File: src/rtl/ucnt_pkg.sv
package ucnt_pkg;
  localparam int W = 4;
  typedef logic [W-1:0] state_t;
  typedef enum logic {DIR_RIGHT = 1'b0, DIR_LEFT = 1'b1} dir_e;
  // feedback tap positions per direction
  localparam int R_TAP_A = 0;
  localparam int R_TAP_B = 1;
  localparam int L_TAP_A = W - 1;
  localparam int L_TAP_B = 0;
endpackage

File: src/rtl/ucnt_feedback.sv
module ucnt_feedback
  import ucnt_pkg::*;
(
  input  state_t s,
  output logic   fb_right,
  output logic   fb_left
);
  logic upper_zero;
  logic lower_zero;

  // zero detect over the bits that remain after the shift
  assign upper_zero = (s[W-1:1] == '0);
  assign lower_zero = (s[W-2:0] == '0);

  always_comb begin
    fb_right = s[R_TAP_A] ^ s[R_TAP_B] ^ upper_zero;
    fb_left  = s[L_TAP_A] ^ s[L_TAP_B] ^ lower_zero;
  end
endmodule

File: src/rtl/ucnt_stage.sv
module ucnt_stage
  import ucnt_pkg::*;
(
  input  logic clk,
  input  logic rst,
  input  logic en,
  input  dir_e dir,
  input  logic from_right,
  input  logic from_left,
  output logic q
);
  logic nxt;

  always_comb begin
    nxt = q;
    if (en) begin
      nxt = (dir == DIR_LEFT) ? from_left : from_right;
    end
  end

  always_ff @(posedge clk) begin
    if (rst) q <= 1'b0;
    else     q <= nxt;
  end
endmodule

File: src/rtl/ucnt_lfsr4.sv
module ucnt_lfsr4
  import ucnt_pkg::*;
(
  input  logic       clk,
  input  logic       rst,
  input  logic       cnt_en,
  input  logic       dir_left,
  output logic [3:0] state
);
  state_t state_q;
  logic   fb_r;
  logic   fb_l;
  dir_e   dir_sel;

  assign dir_sel = dir_e'(dir_left);

  ucnt_feedback fb_i (
    .s        (state_q),
    .fb_right (fb_r),
    .fb_left  (fb_l)
  );

  for (genvar k = 0; k < W; k++) begin : g_bit
    logic src_r;
    logic src_l;
    if (k == W - 1) begin : g_rtop
      assign src_r = fb_r;
    end else begin : g_rmid
      assign src_r = state_q[k+1];
    end
    if (k == 0) begin : g_lbot
      assign src_l = fb_l;
    end else begin : g_lmid
      assign src_l = state_q[k-1];
    end
    ucnt_stage st_i (
      .clk        (clk),
      .rst        (rst),
      .en         (cnt_en),
      .dir        (dir_sel),
      .from_right (src_r),
      .from_left  (src_l),
      .q          (state_q[k])
    );
  end

  assign state = state_q;
endmodule


File: config.mk
export PLATFORM = sky130hd
export DESIGN_NAME = ucnt_lfsr4
export DESIGN_NICKNAME = d
export VERILOG_FILES = /design/src/rtl/ucnt_pkg.sv /design/src/rtl/ucnt_feedback.sv /design/src/rtl/ucnt_stage.sv /design/src/rtl/ucnt_lfsr4.sv
export SDC_FILE = /design/constraint.sdc
export NUM_CORES = 1
export LEC_CHECK = 0
export BUFFER_PORTS_ARGS = -buffer_cell sky130_fd_sc_hd__clkbuf_2
export CELL_PAD_IN_SITES_DETAIL_PLACEMENT = 2
export CELL_PAD_IN_SITES_GLOBAL_PLACEMENT = 2
export CORE_AREA = 2 2 39 41
export DETAILED_ROUTE_END_ITERATION = 8
export DIE_AREA = 0 0 41 43
export PLACE_DENSITY_LB_ADDON = 0.12
export SYNTH_ARGS = -nofsm -noshare
export SYNTH_HDL_FRONTEND = slang
export SYNTH_SLANG_ARGS = --single-unit
File: constraint.sdc
create_clock -name clk -period 1.35 [get_ports clk]
set_input_delay 0.0675 -clock clk [delete_from_list [all_inputs] [get_ports clk]]
set_output_delay 0.0675 -clock clk [all_outputs]
set_load 0.02 [all_outputs]
### Word-level counts from Yosys, hierarchy flattened

Index checks and enable logic that the tools add are counted.

| word-level totals | value |
|---|---|
| bits in registers | 4 |
| word-level logic and storage cells | 14 |
| output and inout port bits | 4 |

| cells by class | value |
|---|---|
| bitwise logic cells | 4 |
| multiplexer cells | 4 |
| reductions and logical operators | 2 |

Operator list:

| kind | count |
|---|---|
| zero test 3 bit | 2 |
| two-way mux 1 bit | 4 |
| bitwise XOR 1 bit | 4 |

### Logic depth before layout (Yosys ltp)

Gate-level depths: netlist (run 1).

| depth | value |
|---|---|
| depth in word-level cells | 3 |
| depth in mapped cells | 5 |
| gate-level depth less buffers | 5 |

### Cells and area by module

From an unflattened synthesis (run 1), not the netlist that was laid out.

| unflattened totals | value |
|---|---|
| cell total of the unflattened synthesis | 28 |
| area total of the unflattened synthesis | 277.8 um^2 |

Modules (own cells, without submodules):

| module | cells each | instances | area an instance (um^2) | seq. area each (um^2) |
|---|---|---|---|---|
| ucnt_stage | 4 | 4 | 46.3 | 20.0 |
| ucnt_feedback | 8 | 1 | 62.6 | 0.0 |
| ucnt_lfsr4 | 4 | 1 | 30.0 | 0.0 |

### Least setup slack after synthesis (run 1)

OpenSTA, ideal clock, no wires.

| path | value |
|---|---|
| kind | register to register |
| from | register g_bit[1].st_i.q |
| to | register g_bit[3].st_i.q |
| library setup time | 0.133 ns |
| setup slack | -0.002 ns |
| buffers on the path | 0 |
| data arrival time | 1.219 ns |
| stages on the path, launching flop included | 6 |
| clock period less this slack | 1.352 ns |
| required time | 1.217 ns |
| cell sequence | dfxtp_1 > inv_1 > ha_1 > or3b_1 > a21oi_1 > a211oi_1 |

| on the way | value |
|---|---|
| word-level cells in the longest chain between the ends | 3 |

RTL lines:

| what | line | RTL |
|---|---|---|
| start: declaration | ucnt_stage.sv:10 | `output logic q` |
| start signal: assignment | ucnt_stage.sv:23 | `else q <= nxt;` |
| zero test 3 bit / bitwise XOR 1 bit (equally long branches) | ucnt_feedback.sv:12, ucnt_feedback.sv:16 |  |
| bitwise XOR 1 bit * | ucnt_feedback.sv:16 | `fb_right = s[R_TAP_A] ^ s[R_TAP_B] ^ upper_zero;` |
| two-way mux 1 bit * | ucnt_stage.sv:17 | `nxt = (dir == DIR_LEFT) ? from_left : from_right;` |
| end signal: assignment | ucnt_stage.sv:23 |  |
| end: declaration | ucnt_stage.sv:10 |  |

Every way passes the cells marked *; elsewhere a longest branch is shown, timed or not.
A chain may end at the register's enable or synchronous reset.

### Worst setup path in the final report (run 1)

Same ends and word-level chain as after synthesis.

==> flow_summary_export.csv, run 1 <==
group,metric,value,unit
final_layout,reg_top3,"g_bit.st_i.q (4)",
routing,routed-wl-met2,391,um
synthesis,synth_area,272,um2
timing,rsz0062_at_grt,"yes",
power,p_leak,0.152,nW
routing,vias,253,
worst_setup_path,r2r-end,"g_bit[3].st_i.q$_SDFFE_PP0P_",
die,core,1380,um2
worst_setup_path,crit_path_top_delay_cell,"or3b_4",
global_route,gr-usage-all-layers,10.8,%
synthesis,synth.area.top_cells,"dfxtp_1, buf_4, a211oi_1",
synthesis,dominantRegCellSynth,"dfxtp_1",
worst_setup_path,critPathRequiredTime,1460,ps
synthesis,yosysUniqueCellTypes,20,
synthesis,synth_edf_count,0,
timing,fin_worst_skew,4.83,ps
timing,fin_setup_tns,0,ps
synthesis,syn-instance-count,32,
routing,maxUsedRoutingLayer,"met3",
routing,wl_met3,21,um
synthesis,synth_commonest_cells,"buf_4, dfxtp_1, a211oi_1, nor2_1",
routing,drt_iter0_drc,2,
synthesis,async_flop_share,0,%
clock_tree,clk_latency,240,ps
clock_tree,clk_path_buf_depth,2,
power,p_total,0.397,mW
die,initial_core_util,19.6,%
synthesis,yosysTopAreaCell,"dfxtp_1",
flow_run,drv_cap,0,
clock_tree,root_buffer,"clkbuf_4",
routing,wl_met1,315,um
worst_setup_path,reg2reg_from,"g_bit[1].st_i.q$_SDFFE_PP0P_",
final_layout,stdcell_area,339,um2
routing,drtPass1Iterations,2,
synthesis,synth-seq-area-share,29.5,%
clock_tree,htree_levels,1,
placed_design,place_hpwl,601,um
synthesis,synth_top_area_share,29.5,%
synthesis,syn_avg_cell_area,8.48,um2
routing,drt_wl_total,728,um
timing,layout_min_cycle_time,1310,ps
clock_tree,clk_pin_slew,40,ps
placed_design,gp_congestion,0.714,
final_layout,nets,46,
clock_tree,numCtsBuffers,3,
worst_setup_path,worstPathArrival,1420,ps
timing,drv_slew,0,
timing,setup_viol,0,
status,status,"finished, final reports clean",
die,rows,14,
final_layout,layout-drive-gt1-share,46.2,%
timing,fin_crit_sh,97.3,%
placed_design,port_buffers,7,
worst_setup_path,reg2reg_slack,40,ps
synthesis,synth_fp_nets,37,
worst_setup_path,crit_fanout,2,
timing,fmax,0.762,GHz
global_route,gr-total-overflow,0,
power,cellPowerDensity,1170,nW/um2
worst_setup_path,end_kind,"flop",
clock_tree,post_cts_buffers,0,
routing,drc_errors,0,
power,vdd_drop_max,193,uV
global_route,grt_start_max_net_pins,9,
final_layout,top_register,"g_bit.st_i.q",
final_layout,largest_register_ff_count,4,
timing,worstMarginPinSlew,226,ps
worst_setup_path,critPathMaxStageDelay,380,ps
routing,vias_per_cell,4.60,
worst_setup_path,critPathLaunchType,"flop",
timing,relSlewSlack,84.8,%
timing,hold_viol,0,
final_layout,area_delta_synth_final,24.9,%
global_route,antenna_found_initial,0,
worst_setup_path,cp-startpoint,"g_bit[1].st_i.q$_SDFFE_PP0P_",
synthesis,synth_warnings,0,
worst_setup_path,r2r_cells,5,
hold_path,hold_path.class,"input pin to flop",
placed_design,dpl-instance-area,309,um2
routing,routedWlPerCell,13.2,um
die,pin_count,8,
die,die-area,1760,um2
worst_setup_path,endpoint,"g_bit[3].st_i.q$_SDFFE_PP0P_",
worst_setup_path,timing_worst_setup_path_type,"flop to flop",
global_route,first_global_vias,276,
worst_setup_path,path_cells,"inv_1 -> ha_1 -> or3b_4 -> a21oi_2 -> a211oi_1",
die,die_w,41,um
final_layout,antenna-diode-count,0,
clock_tree,cts_tree,"yes",
die,die_h,43,um
global_route,grt_pass1_wl,1180,um
synthesis,synth_seq_cells,4,
routing,ant_nets,0,
clock_tree,cts_sinks,4,
final_layout,finish.utilization,24.5,%
area by class of cell:
| cell class | count | area (um2) |
|---|---|---|
| clock buffer | 3 | 22.5 |
| fill | 174 | 1040 |
| inverter | 3 | 11.3 |
| multi-input combinational | 20 | 153 |
| sequential | 4 | 82.6 |
| tap | 16 | 20.0 |
| timing repair buffer | 9 | 50.0 |
kinds of logic after synthesis:
family,after synthesis,share of synthesized area (%)
AO/OA/AOI/OAI,7,20.7
XOR/XNOR,1,3.23
adder cells (fa/ha/maj),1,4.61
buffers and inverters,8,16.6
multiplexers,2,7.37
flip-flops,4,29.5
AND/OR/NAND/NOR,9,18.0
routing by layer:
| metal | track usage [%] | vias to the layer above |
|---|---|---|
| met2 | 16.3 | 5 |
| met5 | 0 | - |
| met4 | 12.0 | 0 |
| met1 | 11.2 | 124 |
| li1 | - | 124 |
| met3 | 1.57 | 0 |
repair_timing:
item	in CTS	in global routing
pin swaps	1	1
resized for setup	0	3
hold buffers	0	0
endpoints found under the setup margin	1	2
gates cloned	0	0
how the worst min path moves through the flow:
stage               start                            to  cells after the start
floorplan             rst  g_bit[1].st_i.q$_SDFFE_PP0P_                      1
global placement      rst  g_bit[1].st_i.q$_SDFFE_PP0P_                      2
detailed placement    rst  g_bit[1].st_i.q$_SDFFE_PP0P_                      2
CTS                   rst  g_bit[1].st_i.q$_SDFFE_PP0P_                      2
global route          rst  g_bit[1].st_i.q$_SDFFE_PP0P_                      2
finish                rst  g_bit[1].st_i.q$_SDFFE_PP0P_                      2
critical path: cells and delay by family, from the launching register on:
family / cells / cell delay, ps
and+or+nand+nor: 1 / 380
DFF: 1 / 320
adders and majority gates: 1 / 270
AOI/OAI and AO/OA: 2 / 180
buffers and inverters: 1 / 40
metrics by stage:
step,std cells,setup slack (ps),hold slack [ps]
floorplan,32,15.3,133
global placement,52,50.8,312
detailed placement,52,-10.0,313
CTS,55,6.54,54.9
global route,55,-17.5,71.2
finish,55,36.8,69.9
power breakdown:
group	internal [mW]	switching (mW)	total [mW]
sequential	0.130	0.0116	0.141
combinational	0.0479	0.0560	0.104
clock	0.0997	0.0520	0.152
total	0.277	0.120	0.397
cells in the final DEF, fill, tap and decap left out, drive strengths merged, types with 2 or more instances in the layout:
master / instances
clkbuf: 10
dfxtp: 4
nor2: 3
a211oi: 3
inv: 3
mux2i: 2
buf: 2
Power figures use the tool's default switching activity.
==> run 2, diff against run 1 <==
--- a/config.mk
+++ b/config.mk
@@ -8,10 +8,11 @@
 export BUFFER_PORTS_ARGS = -buffer_cell sky130_fd_sc_hd__clkbuf_2
 export CELL_PAD_IN_SITES_DETAIL_PLACEMENT = 2
 export CELL_PAD_IN_SITES_GLOBAL_PLACEMENT = 2
-export CORE_AREA = 2 2 39 41
+export CORE_AREA = 4 4 41 43
 export DETAILED_ROUTE_END_ITERATION = 8
-export DIE_AREA = 0 0 41 43
+export DIE_AREA = 0 0 45 47
 export PLACE_DENSITY_LB_ADDON = 0.12
+export REMOVE_ABC_BUFFERS = 1
 export SYNTH_ARGS = -nofsm -noshare
 export SYNTH_HDL_FRONTEND = slang
 export SYNTH_SLANG_ARGS = --single-unit
==> flow_summary_export.csv, run 2 (same netlist as run 1, synthesis figures left out) <==
group,metric,value,unit
final_layout,multi_input_area,165,um2
final_layout,seqCellArea,82.6,um2
clock_tree,cts_sinks,4,
final_layout,top_register,"g_bit.st_i.q",
timing,relSlewSlack,83.5,%
routing,drt_iter0_drc,0,
timing,fin_worst_skew,6.96,ps
clock_tree,cts_tree,"yes",
clock_tree,root_buffer,"clkbuf_4",
worst_setup_path,cp-startpoint,"g_bit[0].st_i.q$_SDFFE_PP0P_",
hold_path,hold_path.class,"input pin to flop",
routing,drt_wl_total,748,um
global_route,gr-total-overflow,0,
worst_setup_path,crit_fanout,4,
global_route,antenna_found_initial,0,
placed_design,port_buffers,7,
worst_setup_path,endpoint,"g_bit[0].st_i.q$_SDFFE_PP0P_",
worst_setup_path,reg2reg_from,"g_bit[0].st_i.q$_SDFFE_PP0P_",
clock_tree,htree_levels,1,
timing,fmax,0.749,GHz
final_layout,fill_cells,162,
final_layout,antenna-diode-count,0,
final_layout,layout_common_cells,"clkbuf_2, inv_2, nor2_1, a211oi_1, clkbuf_4",
routing,drtPass1Iterations,1,
routing,drc_errors,0,
timing,fin_crit_sh,98.8,%
global_route,gr-usage-all-layers,8.52,%
final_layout,largest_register_ff_count,4,
routing,vias_per_cell,4.59,
routing,routedWlPerCell,13.9,um
die,core,1300,um2
clock_tree,clk_path_buf_depth,2,
worst_setup_path,timing_worst_setup_path_type,"flop to flop",
power,p_leak,0.152,nW
die,rows,13,
final_layout,layout-drive-gt1-share,53.8,%
clock_tree,numCtsBuffers,3,
power,vdd_drop_max,294,uV
die,die-area,2120,um2
timing,setup_viol,0,
placed_design,place_hpwl,585,um
placed_design,gp_congestion,0.698,
die,initial_core_util,20.9,%
status,status,"finished, final reports clean",
worst_setup_path,reg2reg_slack,20,ps
worst_setup_path,worstPathArrival,1470,ps
die,die_w,45,um
die,pin_count,8,
worst_setup_path,end_kind,"flop",
power,p_total,0.399,mW
worst_setup_path,crit_path_top_delay_cell,"or3_1",
routing,ant_nets,0,
global_route,first_global_vias,273,
worst_setup_path,critPathRequiredTime,1490,ps
global_route,grt_start_max_net_pins,9,
timing,hold_viol,0,
flow_run,drv_cap,0,
timing,worstMarginPinSlew,245,ps
placed_design,place_ws,26.5,ps
worst_setup_path,r2r-end,"g_bit[0].st_i.q$_SDFFE_PP0P_",
timing,rsz0062_at_grt,"yes",
final_layout,nets,46,
timing,layout_min_cycle_time,1330,ps
die,die_h,47,um
power,cellPowerDensity,1140,nW/um2
worst_setup_path,r2r_cells,4,
worst_setup_path,path_cells,"buf_4 -> xor2_1 -> or3_1 -> a311oi_2",
final_layout,reg_top3,"g_bit.st_i.q (4)",
timing,drv_slew,0,
final_layout,layout_commonest_cell,"clkbuf_2",
routing,vias,248,
clock_tree,clk_latency,230,ps
worst_setup_path,critPathLaunchType,"flop",
timing,worst_slack,15.6,ps
clock_tree,clk_pin_slew,40,ps
worst_setup_path,critPathMaxStageDelay,400,ps
final_layout,area_delta_synth_final,29.0,%
global_route,grt_pass1_wl,1280,um
[run 2: worst min-delay path by stage]
stage,startpoint,to,slack [ps],depth (start not counted)
2_1_floorplan,rst,g_bit[0].st_i.q$_SDFFE_PP0P_,140,1
5_1_grt,rst,g_bit[0].st_i.q$_SDFFE_PP0P_,80,2
3_3_place_gp,rst,g_bit[0].st_i.q$_SDFFE_PP0P_,320,2
6_report,rst,g_bit[0].st_i.q$_SDFFE_PP0P_,70,2
3_5_place_dp,rst,g_bit[0].st_i.q$_SDFFE_PP0P_,320,2
4_1_cts,rst,g_bit[0].st_i.q$_SDFFE_PP0P_,80,2
[run 2: final cells by class]
| cell class | instances | share of cell area, % |
|---|---|---|
| flip-flops and latches | 4 | 23.6 |
| multi-input cells | 20 | 47.1 |
| repair buffers | 9 | 14.3 |
| inverters | 3 | 3.21 |
| clock buffers | 3 | 6.43 |
| well taps | 15 | 5.36 |
[run 2: stage by stage]
| step | std cells | hold slack [ps] | area [um2] | utilization [%] | TNS, ps |
|---|---|---|---|---|---|
| after floorplan | 27 | 135 | 238 | - | -133 |
| after global placement | 51 | 316 | 307 | 23.6 | 0 |
| after detailed placement | 51 | 321 | 307 | 23.6 | 0 |
| after CTS | 54 | 84.6 | 329 | 25.3 | 0 |
| after global routing | 54 | 80.3 | 350 | 26.9 | -49.7 |
| final | 54 | 74.5 | 350 | 26.9 | 0 |
[run 2: repair_timing]
item	4_1_cts	5_1_grt
resized for setup	0	7
setup endpoints to repair	0	2
setup buffers	0	0
hold buffers	0	0
hold endpoints to repair	0	0
[run 2: worst max-delay path, delay by kind of cell, from the launching register on]
kind                      cells  cell delay (ps)
xor gates and xnor gates      1              160
and+or+nand+nor               1              400
buffers and inverters         1              140
DFF                           1              320
AOI/OAI and AO/OA             1              220
[run 2: routing by layer]
metal	wire, um	vias up	GRT usage [%]	part of all wire, %
met4	0	0	1.75	0
met1	319	122	10.4	43
met3	31	0	4.98	4.1
met2	397	3	13.0	53
met5	0	-	0	0
li1	-	123	-	-
[run 2: power breakdown]
part           internal [mW]  switching (mW)
combinational         0.0514          0.0593
sequential             0.130          0.0118
clock                 0.0994          0.0473
total                  0.280           0.118
==> run 3, diff against run 2 <==
--- a/config.mk
+++ b/config.mk
@@ -12,7 +12,6 @@
 export DETAILED_ROUTE_END_ITERATION = 8
 export DIE_AREA = 0 0 45 47
 export PLACE_DENSITY_LB_ADDON = 0.12
-export REMOVE_ABC_BUFFERS = 1
 export SYNTH_ARGS = -nofsm -noshare
 export SYNTH_HDL_FRONTEND = slang
 export SYNTH_SLANG_ARGS = --single-unit
==> constraint.sdc (replaced) <==
create_clock -name clk -period 1.47 [get_ports clk]
set_input_delay 0.0735 -clock clk [delete_from_list [all_inputs] [get_ports clk]]
set_output_delay 0.0735 -clock clk [all_outputs]
set_load 0.02 [all_outputs]
==> flow_summary_export.csv, run 3 (same netlist as run 1, synthesis figures left out) <==
group,metric,value,unit
status,status,"finished, final reports clean",
timing,worstMarginPinSlew,204,ps
placed_design,place_hpwl,565,um
final_layout,nets,46,
worst_setup_path,crit_family,"simple AND/OR/NAND/NOR gates",
timing,fin_crit_sh,90.0,%
timing,hold_ws,81.7,ps
worst_setup_path,worst-path-buf-inv,1,
clock_tree,cts_tree,"yes",
flow_run,drv_cap,0,
global_route,gr-total-overflow,0,
routing,drtPass1Iterations,2,
routing,vias_per_cell,4.59,
global_route,gr-usage-all-layers,8.68,%
timing,fmax,0.756,GHz
placed_design,dpl-instance-area,307,um2
die,core,1300,um2
final_layout,finish.utilization,25.3,%
die,die-area,2120,um2
placed_design,dp.cells,51,
clock_tree,clk_pin_slew,40,ps
final_layout,reg_top3,"g_bit.st_i.q (4)",
timing,setup_viol,0,
timing,hold_viol,0,
timing,rsz0062_at_grt,"no",
placed_design,place_ws,137,ps
die,pin_count,8,
timing,worst_slack,146,ps
final_layout,antenna-diode-count,0,
worst_setup_path,critPathRequiredTime,1590,ps
timing,relSlewSlack,86.2,%
clock_tree,numCtsBuffers,3,
global_route,antenna_found_initial,0,
clock_tree,clk_latency,240,ps
worst_setup_path,crit_path_top_delay_cell,"or3b_1",
worst_setup_path,end_kind,"flop",
clock_tree,ctsResizeCount,0,
routing,routedWlPerCell,13.3,um
clock_tree,hold_buffers,0,
final_layout,layout_common_cells,"clkbuf_2, dfxtp_1, nor2_1, a211oi_1, clkbuf_4",
routing,drt_wl_total,718,um
timing,drv_slew,0,
global_route,grt_pass1_wl,1180,um
routing,drc_errors,0,
timing,layout_min_cycle_time,1320,ps
final_layout,largest_register_ff_count,4,
global_route,grt_start_max_net_pins,9,
global_route,first_global_vias,264,
clock_tree,clk_path_buf_depth,2,
power,p_leak,0.149,nW
power,cellPowerDensity,1090,nW/um2
power,vdd_drop_max,363,uV
timing,fin_setup_tns,0,ps
worst_setup_path,critPathLaunchType,"flop",
worst_setup_path,crit_fanout,2,
final_layout,layout_commonest_cell,"clkbuf_2",
final_layout,stdcell_area,329,um2
final_layout,fin_cells,54,
die,die_h,47,um
placed_design,gp_congestion,0.697,
worst_setup_path,path_cells,"inv_1 -> ha_1 -> or3b_1 -> a21oi_1 -> a211oi_1",
placed_design,port_buffers,7,
timing,fin_worst_skew,4.35,ps
final_layout,layout-drive-gt1-share,35.9,%
worst_setup_path,timing_worst_setup_path_type,"flop to flop",
routing,vias,248,
clock_tree,root_buffer,"clkbuf_4",
worst_setup_path,critPathMaxStageDelay,350,ps
final_layout,area_delta_synth_final,21.2,%
routing,drt_iter0_drc,3,
die,initial_core_util,20.9,%
clock_tree,post_cts_buffers,0,
die,die_w,45,um
die,rows,13,
power,p_total,0.358,mW
worst_setup_path,worstPathArrival,1440,ps
routing,ant_nets,0,
clock_tree,cts_sinks,4,
hold_path,hold_path.class,"input pin to flop",
final_layout,top_register,"g_bit.st_i.q",
clock_tree,htree_levels,1,
-- run 3: changes by cell type in the layout (fill, tap and decap cells not counted), moves of 2 or more --
cell     previous run  this run
dfxtp_2             2         0
inv_1               0         2
dfxtp_1             2         4
inv_2               3         1
-- run 3: path summary, 6_finish.rpt --
kind                                              startpoint                            to  slack [ps]  cells after the start
worst min-delay path                                     rst  g_bit[0].st_i.q$_SDFFE_PP0P_          80                      2
worst min register to register  g_bit[2].st_i.q$_SDFFE_PP0P_  g_bit[2].st_i.q$_SDFFE_PP0P_         560                      2
worst max-delay path            g_bit[1].st_i.q$_SDFFE_PP0P_  g_bit[3].st_i.q$_SDFFE_PP0P_         150                      5
worst max register to register  g_bit[1].st_i.q$_SDFFE_PP0P_  g_bit[3].st_i.q$_SDFFE_PP0P_         150                      5
-- run 3: per-layer routing --
metal	share of wire, %	global-route usage (%)	vias up
met3	6.8	6.90	0
met4	0	3.51	0
li1	-	-	122
met1	47	9.07	118
met2	46	13.0	8
met5	0	0	-
-- run 3: cell type report --
cell class	count	area (um2)
Fill cell	166	972
Sequential cell	4	80.1
Inverter	3	11.3
Tap cell	15	18.8
Clock buffer	3	22.5
Timing Repair Buffer	9	50.0
Multi-Input combinational cell	20	146
-- run 3: power breakdown --
part / switching (mW) / internal, mW
logic: 0.0506 / 0.0399
registers: 0.00941 / 0.118
clock network: 0.0487 / 0.0916
total: 0.109 / 0.250
